`config.mk`:
```
export PLATFORM = sky130hd
export DESIGN_NAME = rst_limp_supervisor
export DESIGN_NICKNAME = d
export VERILOG_FILES = /design/src/rtl/rls_pkg.sv /design/src/rtl/rls_cause_decode.sv /design/src/rtl/rls_pulse_timer.sv /design/src/rtl/rls_limp_flags.sv /design/src/rtl/rls_enable_ctrl.sv /design/src/rtl/rst_limp_supervisor.sv
export SDC_FILE = /design/constraint.sdc
export NUM_CORES = 1
export LEC_CHECK = 0
export CAP_MARGIN = 40
export CORE_UTILIZATION = 48
export DETAILED_ROUTE_END_ITERATION = 10
export GPL_TIMING_DRIVEN = 1
export HOLD_SLACK_MARGIN = 0.06
export PLACE_DENSITY = 0.75
export SYNTH_ARGS = -nofsm -noshare
export SYNTH_HDL_FRONTEND = slang
export SYNTH_HIERARCHICAL = 1
export SYNTH_SLANG_ARGS = --single-unit
export TNS_END_PERCENT = 50
```
`constraint.sdc`:
```
create_clock -name clk -period 2.2 [get_ports clk]
set_input_delay 0.22 -clock clk [delete_from_list [all_inputs] [get_ports clk]]
set_output_delay 0.22 -clock clk [all_outputs]
set_load 0.005 [all_outputs]
```
`src/rtl/rls_pkg.sv`:
```
package rls_pkg;

    localparam int CAUSE_W = 5;

    typedef struct packed {
        logic uv;
        logic pwrup;
        logic ot_exit;
        logic wdog;
        logic ext;
    } rst_cause_t;

    typedef enum logic [1:0] {
        MODE_SLEEP = 2'b00,
        MODE_AUX   = 2'b01,
        MODE_STBY  = 2'b10,
        MODE_RUN   = 2'b11
    } op_mode_t;

    localparam int WB_ENC  = 0;
    localparam int WB_WARN = 1;
    localparam int WB_CTRL = 2;
    localparam int WR_W    = 3;

    function automatic logic cause_follows_strap(input rst_cause_t c);
        return c.uv | c.pwrup | c.ot_exit;
    endfunction

endpackage

```
`src/rtl/rls_cause_decode.sv`:
```
module rls_cause_decode
    import rls_pkg::*;
(
    input  rst_cause_t cause_i,
    input  logic       strap_short_i,
    output logic       ev_o,
    output logic       long_o
);

    logic strap_dep;

    always_comb begin
        strap_dep = cause_follows_strap(cause_i);
        ev_o      = |cause_i;
        long_o    = strap_dep & ~strap_short_i;
    end

endmodule

```
`src/rtl/rls_pulse_timer.sv`:
```
module rls_pulse_timer #(
    parameter int unsigned SHORT_CYC = 50_000,
    parameter int unsigned LONG_CYC  = 1_000_000,
    parameter int unsigned CNT_W     = $clog2(LONG_CYC + 1)
) (
    input  logic clk,
    input  logic rst_n,
    input  logic load_i,
    input  logic long_i,
    output logic active_o
);

    localparam logic [CNT_W-1:0] SHORT_C = CNT_W'(SHORT_CYC);
    localparam logic [CNT_W-1:0] LONG_C  = CNT_W'(LONG_CYC);

    typedef struct packed {
        logic [CNT_W-1:0] cnt;
    } tmr_t;

    tmr_t st_d, st_q;

    always_comb begin
        st_d = st_q;
        if (load_i) begin
            st_d.cnt = long_i ? LONG_C : SHORT_C;
        end else if (st_q.cnt != '0) begin
            st_d.cnt = st_q.cnt - CNT_W'(1);
        end
    end

    always_ff @(posedge clk or negedge rst_n) begin
        if (!rst_n) st_q <= '0;
        else        st_q <= st_d;
    end

    assign active_o = (st_q.cnt != '0);

    p_count_down_r9: assert property (@(posedge clk) disable iff (!rst_n)
        (active_o && !load_i) |=> (st_q.cnt == $past(st_q.cnt) - CNT_W'(1)));

    p_short_len_r10: assert property (@(posedge clk) disable iff (!rst_n)
        (load_i && !long_i) |=> (st_q.cnt == SHORT_C));

    p_restart_r11: assert property (@(posedge clk) disable iff (!rst_n)
        load_i |=> active_o);

endmodule

```
`src/rtl/rls_limp_flags.sv`:
```
module rls_limp_flags
    import rls_pkg::*;
(
    input  logic            clk,
    input  logic            rst_n,
    input  logic            ev_i,
    input  logic            ot_mode_i,
    input  logic            wr_en_i,
    input  logic [WR_W-1:0] wr_data_i,
    output logic            warn_o,
    output logic            ctrl_o,
    output logic            limp_oe_o
);

    typedef struct packed {
        logic warn;
        logic ctrl;
    } flg_t;

    flg_t st_d, st_q;

    always_comb begin
        st_d = st_q;
        if (wr_en_i && !wr_data_i[WB_WARN]) st_d.warn = 1'b0;
        if (wr_en_i && !wr_data_i[WB_CTRL]) st_d.ctrl = 1'b0;
        if (ev_i) begin
            st_d.warn = 1'b1;
            if (st_q.warn) st_d.ctrl = 1'b1;
        end
        if (ot_mode_i) st_d.ctrl = 1'b1;
    end

    always_ff @(posedge clk or negedge rst_n) begin
        if (!rst_n) st_q <= '0;
        else        st_q <= st_d;
    end

    assign warn_o    = st_q.warn;
    assign ctrl_o    = st_q.ctrl;
    assign limp_oe_o = st_q.ctrl;

    p_warn_set_r1: assert property (@(posedge clk) disable iff (!rst_n)
        ev_i |=> warn_o);

    p_escalate_r2: assert property (@(posedge clk) disable iff (!rst_n)
        (ev_i && warn_o) |=> ctrl_o);

    p_ot_hold_r4: assert property (@(posedge clk) disable iff (!rst_n)
        ot_mode_i |=> ctrl_o);

    p_ctrl_sticky_r5: assert property (@(posedge clk) disable iff (!rst_n)
        (ctrl_o && !(wr_en_i && !wr_data_i[WB_CTRL])) |=> ctrl_o);

endmodule

```
`src/rtl/rls_enable_ctrl.sv`:
```
module rls_enable_ctrl
    import rls_pkg::*;
(
    input  logic            clk,
    input  logic            rst_n,
    input  logic            ev_i,
    input  logic            pulse_active_i,
    input  logic [1:0]      mode_i,
    input  logic            wr_en_i,
    input  logic [WR_W-1:0] wr_data_i,
    output logic            en_o
);

    typedef struct packed {
        logic enc;
    } en_t;

    en_t      st_d, st_q;
    op_mode_t mode;
    logic     mode_ok;

    always_comb begin
        mode = op_mode_t'(mode_i);
        unique case (mode)
            MODE_STBY, MODE_RUN:  mode_ok = 1'b1;
            MODE_SLEEP, MODE_AUX: mode_ok = 1'b0;
            default:              mode_ok = 1'b0;
        endcase
        st_d = st_q;
        if (wr_en_i) st_d.enc = wr_data_i[WB_ENC];
        if (ev_i)    st_d.enc = 1'b0;
    end

    always_ff @(posedge clk or negedge rst_n) begin
        if (!rst_n) st_q <= '0;
        else        st_q <= st_d;
    end

    assign en_o = st_q.enc & mode_ok & ~pulse_active_i;

    p_en_mode_r7: assert property (@(posedge clk) disable iff (!rst_n)
        en_o |-> mode_i[1]);

    p_en_off_after_ev_r8: assert property (@(posedge clk) disable iff (!rst_n)
        ev_i |=> !en_o);

endmodule

```
`src/rtl/rst_limp_supervisor.sv`:
```
module rst_limp_supervisor
    import rls_pkg::*;
#(
    parameter int unsigned SHORT_CYC = 50_000,
    parameter int unsigned LONG_CYC  = 1_000_000
) (
    input  logic       clk,
    input  logic       rst_n,
    input  logic       ev_uv_i,
    input  logic       ev_pwrup_i,
    input  logic       ev_otexit_i,
    input  logic       ev_wdog_i,
    input  logic       ev_ext_i,
    input  logic       ot_mode_i,
    input  logic       strap_short_i,
    input  logic [1:0] mode_i,
    input  logic       wr_en_i,
    input  logic [2:0] wr_data_i,
    output logic       rst_n_o,
    output logic       limp_oe_o,
    output logic       en_o,
    output logic       warn_o,
    output logic       ctrl_o
);

    localparam int unsigned CNT_W = $clog2(LONG_CYC + 1);

    rst_cause_t cause;
    logic       ev;
    logic       ev_long;
    logic       pulse_active;

    always_comb begin
        cause.uv      = ev_uv_i;
        cause.pwrup   = ev_pwrup_i;
        cause.ot_exit = ev_otexit_i;
        cause.wdog    = ev_wdog_i;
        cause.ext     = ev_ext_i;
    end

    rls_cause_decode u_decode (
        .cause_i       (cause),
        .strap_short_i (strap_short_i),
        .ev_o          (ev),
        .long_o        (ev_long)
    );

    rls_pulse_timer #(
        .SHORT_CYC (SHORT_CYC),
        .LONG_CYC  (LONG_CYC),
        .CNT_W     (CNT_W)
    ) u_timer (
        .clk      (clk),
        .rst_n    (rst_n),
        .load_i   (ev),
        .long_i   (ev_long),
        .active_o (pulse_active)
    );

    rls_limp_flags u_flags (
        .clk       (clk),
        .rst_n     (rst_n),
        .ev_i      (ev),
        .ot_mode_i (ot_mode_i),
        .wr_en_i   (wr_en_i),
        .wr_data_i (wr_data_i),
        .warn_o    (warn_o),
        .ctrl_o    (ctrl_o),
        .limp_oe_o (limp_oe_o)
    );

    rls_enable_ctrl u_enable (
        .clk            (clk),
        .rst_n          (rst_n),
        .ev_i           (ev),
        .pulse_active_i (pulse_active),
        .mode_i         (mode_i),
        .wr_en_i        (wr_en_i),
        .wr_data_i      (wr_data_i),
        .en_o           (en_o)
    );

    assign rst_n_o = ~pulse_active;

    p_ev_pulls_reset_r9: assert property (@(posedge clk) disable iff (!rst_n)
        ev |=> !rst_n_o);

    p_limp_tracks_ctrl_r3: assert property (@(posedge clk) disable iff (!rst_n)
        limp_oe_o == ctrl_o);

    p_en_off_in_pulse_r8: assert property (@(posedge clk) disable iff (!rst_n)
        !rst_n_o |-> !en_o);

endmodule

```
Word-level counts from Yosys, hierarchy flattened --
Cells that the tools add are included. W data, S select, Z words.
Storage, ports and cells: bits of input ports 15, output and inout port bits 5, register bits 23, word-level logic and storage cells 38
Operators by class: eq/ne operators 3, muxes and demuxes 11, reduce and logical (&&, ||, !) cells 12, add/sub/neg operators 1, bitwise operators 7
Operators by type and width (count):
- $mux W20 | 3
- $reduce_bool A20 Y1 | 1
- $sub A20 B1 Y20 const B | 1
- $mux W1 | 6
- $reduce_bool A2 Y1 | 3
- $reduce_or A5 Y1 | 1
- $eq A2 B2 Y1 const B | 2
- $reduce_or A2 Y1 | 2
- $and A1 B1 Y1 | 3
- $eq A2 B1 Y1 const B | 1
- $logic_and A1 B1 Y1 | 2
- $logic_not A1 Y1 | 2
- $logic_not A2 Y1 | 1
- $mux W2 | 1
- $not A1 Y1 | 2
- $or A1 B1 Y1 | 2
- $pmux W1 S2 | 1

Longest topological paths before layout --
depth in word-level cells 6, mapped depth 7, depth with buffers taken out 6

By module --
The synthesis kept the hierarchy.
By module, submodules not included:
- rls_pulse_timer | instances 1, seq. area each 500.5 um^2, cells each 127, area an instance 1207.4 um^2
- rls_limp_flags | instances 1, seq. area each 50.0 um^2, cells each 7, area an instance 87.6 um^2
- rls_enable_ctrl | instances 1, seq. area each 25.0 um^2, cells each 5, area an instance 46.3 um^2
- rls_cause_decode | instances 1, seq. area each 0.0 um^2, cells each 4, area an instance 21.3 um^2
- rst_limp_supervisor | instances 1, seq. area each 0.0 um^2, cells each 1, area an instance 3.8 um^2

Least setup slack after synthesis --
Ideal clock, no wire load.
path type flip-flop to flip-flop, from register u_timer/st_q[4] in the netlist's numbering, to register u_timer/st_q[10] in the netlist's numbering, buffers on the path 1, period minus slack after synthesis 2.143 ns, required time 2.075 ns, arrival time 2.018 ns, library setup time 0.125 ns, setup slack 0.057 ns, stages on the path, launching flop included 6, cells stage by stage dfrtp_1 or4_4 or4_4 buf_6 nor4_1 mux2_2
Between the ends: cells in the longest elaborated chain, start to end 3, elaborated cells on any way between the ends 5, those cells by class 1 x add/sub; 2 x mux; 2 x reduce/logical
Ends and longest elaborated chain:
- start, declared | RTL line rls_pulse_timer.sv:20 | tmr_t st_d, st_q;
- start signal, assigned | RTL line rls_pulse_timer.sv:33 | else st_q <= st_d;
- $sub A20 B1 Y20 | RTL line rls_pulse_timer.sv:27 | st_d.cnt = st_q.cnt - CNT_W'(1);
- $mux W20 | RTL line rls_pulse_timer.sv:26 | end else if (st_q.cnt != '0) begin
- $mux W20 | RTL line rls_pulse_timer.sv:24 | if (load_i) begin
Parallel ways exist; a longest one is shown, timed or not. The select of a mux whose other input is x is not followed. A chain may end at the register's enable or synchronous reset.

Worst setup path after layout --
from register u_timer/st_q[5] in the netlist's numbering, to register u_timer/st_q[14] in the netlist's numbering
The elaborated chain is that of the path after synthesis.

==> results by group <==
Clocking
  – CTS tree: done
  – H-tree levels: 1
  – Max clock buf depth: 2
  – CTS buffer count: 3
  – Clk pin slew, worst setup/hold paths: between 0.1 and 0.15 ns
  – Hold_buf cts: 0
  – Worst skew pair latency: about 0.33 ns
  – Root buf cell: clkbuf_4
  – CTS Sinks: 23

Final layout
  – Layout cells sized above 1: 0.251
  – Post-layout instance area: ~1800 sq um
  – Area delta synth->final: 29.3%
  – NumNets Final: 193
  – Antenna Cells: 0
  – Fillers: 200
  – Post-Layout Cell Count: slightly above 200
  – Post-Route Utilization: 0.682

Timing
  – Hold Fails Final Rpt: 0
  – Max Transition Viols Final: 0
  – Worst slew pin tran: between 0.4 and 0.5 ns
  – Final period utilization: 1.05
  – Worst Skew: ~0.0043 ns
  – Setup violations, final: 5
  – Max frequency: roughly 0.43 GHz
  – Max_slew headroom: 0.697
  – Fin worst setup slack: -0.121 ns
  – Tmin final: ~2.3 ns
  – Unrepaired setup endpoints after global routing: true

Logic synthesis
  – Post-synth top area cell: dfrtp_1
  – Register area share after synthesis: 0.421
  – Post-synthesis register bit count: 23
  – Top cell type's share of synthesized area: 0.421
  – Synth cell types: 35
  – Avg Inst Size Synth: around 9.5 sq um
  – Ys async rst share: 1.00
  – Post-Syn Instances: 144
  – Synth Flop Type: dfrtp_1
  – YS warnings: 6
  – EDFF count, synth: 0
  – Syn Nets: about 160
  – Top post-synthesis cells by area: dfrtp_1, mux2_2, nor2_1
  – Cell area after synthesis: 1370 sq um

Pwr
  – Gate power share: 0.141
  – Clock Power Share: 0.268
  – Sw frac: 0.262
  – Part of the power in registers: 0.591
  – Peak supply drop: between 0.4 and 0.5 mV
  – Internal Power: approximately 570 uW
  – Pleak: about 0.00075 uW
  – Sw power: 200 uW
  – P per Cell Area: about 430 nW/um^2

Setup path
  – CP required: ~2.4 ns
  – Cell mode on critical path: or4_4
  – WS Path Type: flip-flop to flip-flop
  – Crit start category: flip-flop
  – Worst-path cell chain: or4_4 > buf_4 > or4_4 > o31a_1 > or3_1
  – Critical Path Slowest Stage Cell: or4_4
  – R2r setup slk: -0.12 ns
  – Critical Path Fanout Max: 9
  – Worst EP arrival: 2.53 ns
  – Crit path largest cell delay: approximately 0.55 ns
  – Worst setup EP type: flip-flop

Floorplanning
  – Chip height: about 55 microns
  – Area of the die: roughly 3100 sq um
  – Ports: 20
  – Cell Rows: 18
  – Core ar.: between 2000 and 3000 sq um
  – Initial Utilization: 0.528
  – Die width: between 50 and 60 microns

Global route
  – GRT Util Overall: 0.215
  – Congestion Overflow GR: 0
  – Vias in the first global route: about 1200
  – First-pass GRT wire length: approximately 5300 microns
  – Largest net degree at the start of global routing: 24
  – Initial antenna violation count: 0

Drt
  – Mean number of vias per cell: 6.05
  – Pre-Repair DR Iteration Count: 4
  – Antenna Nets Post-Route: 0
  – Routed vias: 1240
  – Avg WL per Cell: 16.0 microns
  – # DRC: 0
  – Initial DRC Count: 35
  – Routed WL: approximately 3300 microns

Place
  – Post-place instance area: 1610 sq um
  – Final weighted congestion in routability-driven placement: roughly 0.83
  – DP HPWL: around 2200 microns
  – I/O Buffers: 18
  – Placed Cells incl. Taps: around 190

Status
  – Status: finished with violations
  – Failing checks: setup timing

Run
  – Max Cap Violations: 0

Worst hold path
  – Worst min path class: input port to asynchronous set/reset pin
==> cell type report <==
class / count / area, sq um / area share
Inverter: 4 / 15.0 / 0.00850
Multi-Input combinational cell: 107 / 790 / 0.447
Clock inverter: 1 / 5.00 / 0.00283
Clock buffer: 3 / 22.5 / 0.0127
Sequential cell: 23 / 576 / 0.326
Tap cell: 30 / 37.5 / 0.0212
Timing Repair Buffer: 37 / 322 / 0.182
==> cells in the final DEF (no fill, tap or decap), types with 5 or more instances in the layout <==
master / netlist / routed
a21o_1: 5 / 5
a21oi_1: 8 / 8
dfrtp_1: 23 / 23
mux2_2: 5 / 5
clkdlybuf4s50_1: 0 / 17
or3_1: 5 / 5
nor2b_1: 6 / 6
o31a_1: 6 / 6
buf_4: 1 / 19
nand2_1: 7 / 6
nor2_1: 14 / 14
==> state kept, by name, summed over array words and instances (netlist names) <==
register,flops
u_enable/st_q,1
u_flags/ctrl_o,1
u_flags/warn_o,1
u_timer/st_q,20
==> worst max-delay path: cells and delay by family, from the launching register on <==
family / cells / cell delay (ns)
and+or+nand+nor: 3 / 1.37
AOI/OAI and AO/OA: 1 / 0.27
buffers and inverters: 1 / 0.16
DFF: 1 / 0.41
==> per-stage QoR <==
stage / setup TNS, ns / total power, uW / hold WS [ns] / setup WS (ns)
finish: -0.427 / 766 / 0.234 / -0.121
global placement: 0 / 553 / 0.494 / 0.0752
floorplan: 0 / 506 / -0.0756 / 0.0568
detailed placement: 0 / 556 / 0.520 / 0.00975
CTS: -0.405 / 764 / 0.249 / -0.119
global route: -0.779 / 800 / 0.270 / -0.150
==> worst paths after layout <==
kind                                 start                to  cells past startpoint
min in group clk                 ot_mode_i    u_flags/ctrl_o                      2
setup reg to reg           u_timer/st_q[5]  u_timer/st_q[14]                      5
max in group asynchronous            rst_n  u_timer/st_q[11]                      2
setup / recovery           u_timer/st_q[5]  u_timer/st_q[14]                      5
hold reg to reg             u_flags/warn_o    u_flags/warn_o                      1
hold / removal                       rst_n    u_flags/ctrl_o                      2
==> per-layer routing <==
layer,vias up,GRT usage,share of wire
li1,601,-,-
met1,597,0.253,0.41
met2,37,0.389,0.53
met3,5,0.0304,0.047
met4,0,0.0857,0.018
met5,-,0,0
==> power groups by stage <==
| stage | combinational, uW | sequential (uW) | clock, uW |
|---|---|---|---|
| floorplan | 50.8 | 455 | 0 |
| global placement | 95.2 | 457 | 0 |
| detailed placement | 98.6 | 458 | 0 |
| CTS | 104 | 451 | 210 |
| global route | 119 | 455 | 226 |
| finish | 108 | 453 | 205 |
==> cells in the mapped netlist (3+ instances only) <==
| master | number |
|---|---|
| inv_1 | 4 |
| clkbuf_1 | 8 |
| o41ai_1 | 3 |
| nand2b_1 | 4 |
| o31a_1 | 6 |
| a21o_1 | 5 |
| a21oi_1 | 8 |
| dfrtp_1 | 23 |
| nand2_1 | 7 |
| nor2b_1 | 6 |
| or3_1 | 5 |
| nor2_1 | 14 |
| mux2_2 | 5 |
| nor4b_1 | 3 |
| nor4_1 | 5 |
| nand3_1 | 4 |
| nor3_1 | 5 |
| a22oi_1 | 4 |
| o31ai_1 | 4 |
==> logic make-up (layout without fill, tap and decap cells) <==
| group | Yosys count | after routing | synth area share |
|---|---|---|---|
| flip-flops | 23 | 23 | 0.421 |
| multiplexers | 7 | 7 | 0.0559 |
| AND/OR/NAND/NOR | 60 | 60 | 0.247 |
| buffers and inverters | 14 | 45 | 0.0467 |
| AO/OA/AOI/OAI | 37 | 37 | 0.204 |
| adder cells (fa/ha/maj) | 2 | 2 | 0.0183 |
| XOR/XNOR | 1 | 1 | 0.00641 |
==> repair_timing <==
| item | in CTS | in global routing |
|---|---|---|
| resized for setup | 5 | 10 |
| buffers inserted | 4 | 5 |
| endpoints found under the setup margin | 3 | 11 |
| pin swaps | 3 | 2 |
| gates cloned | 0 | 0 |
Power figures use the tool's default switching activity.
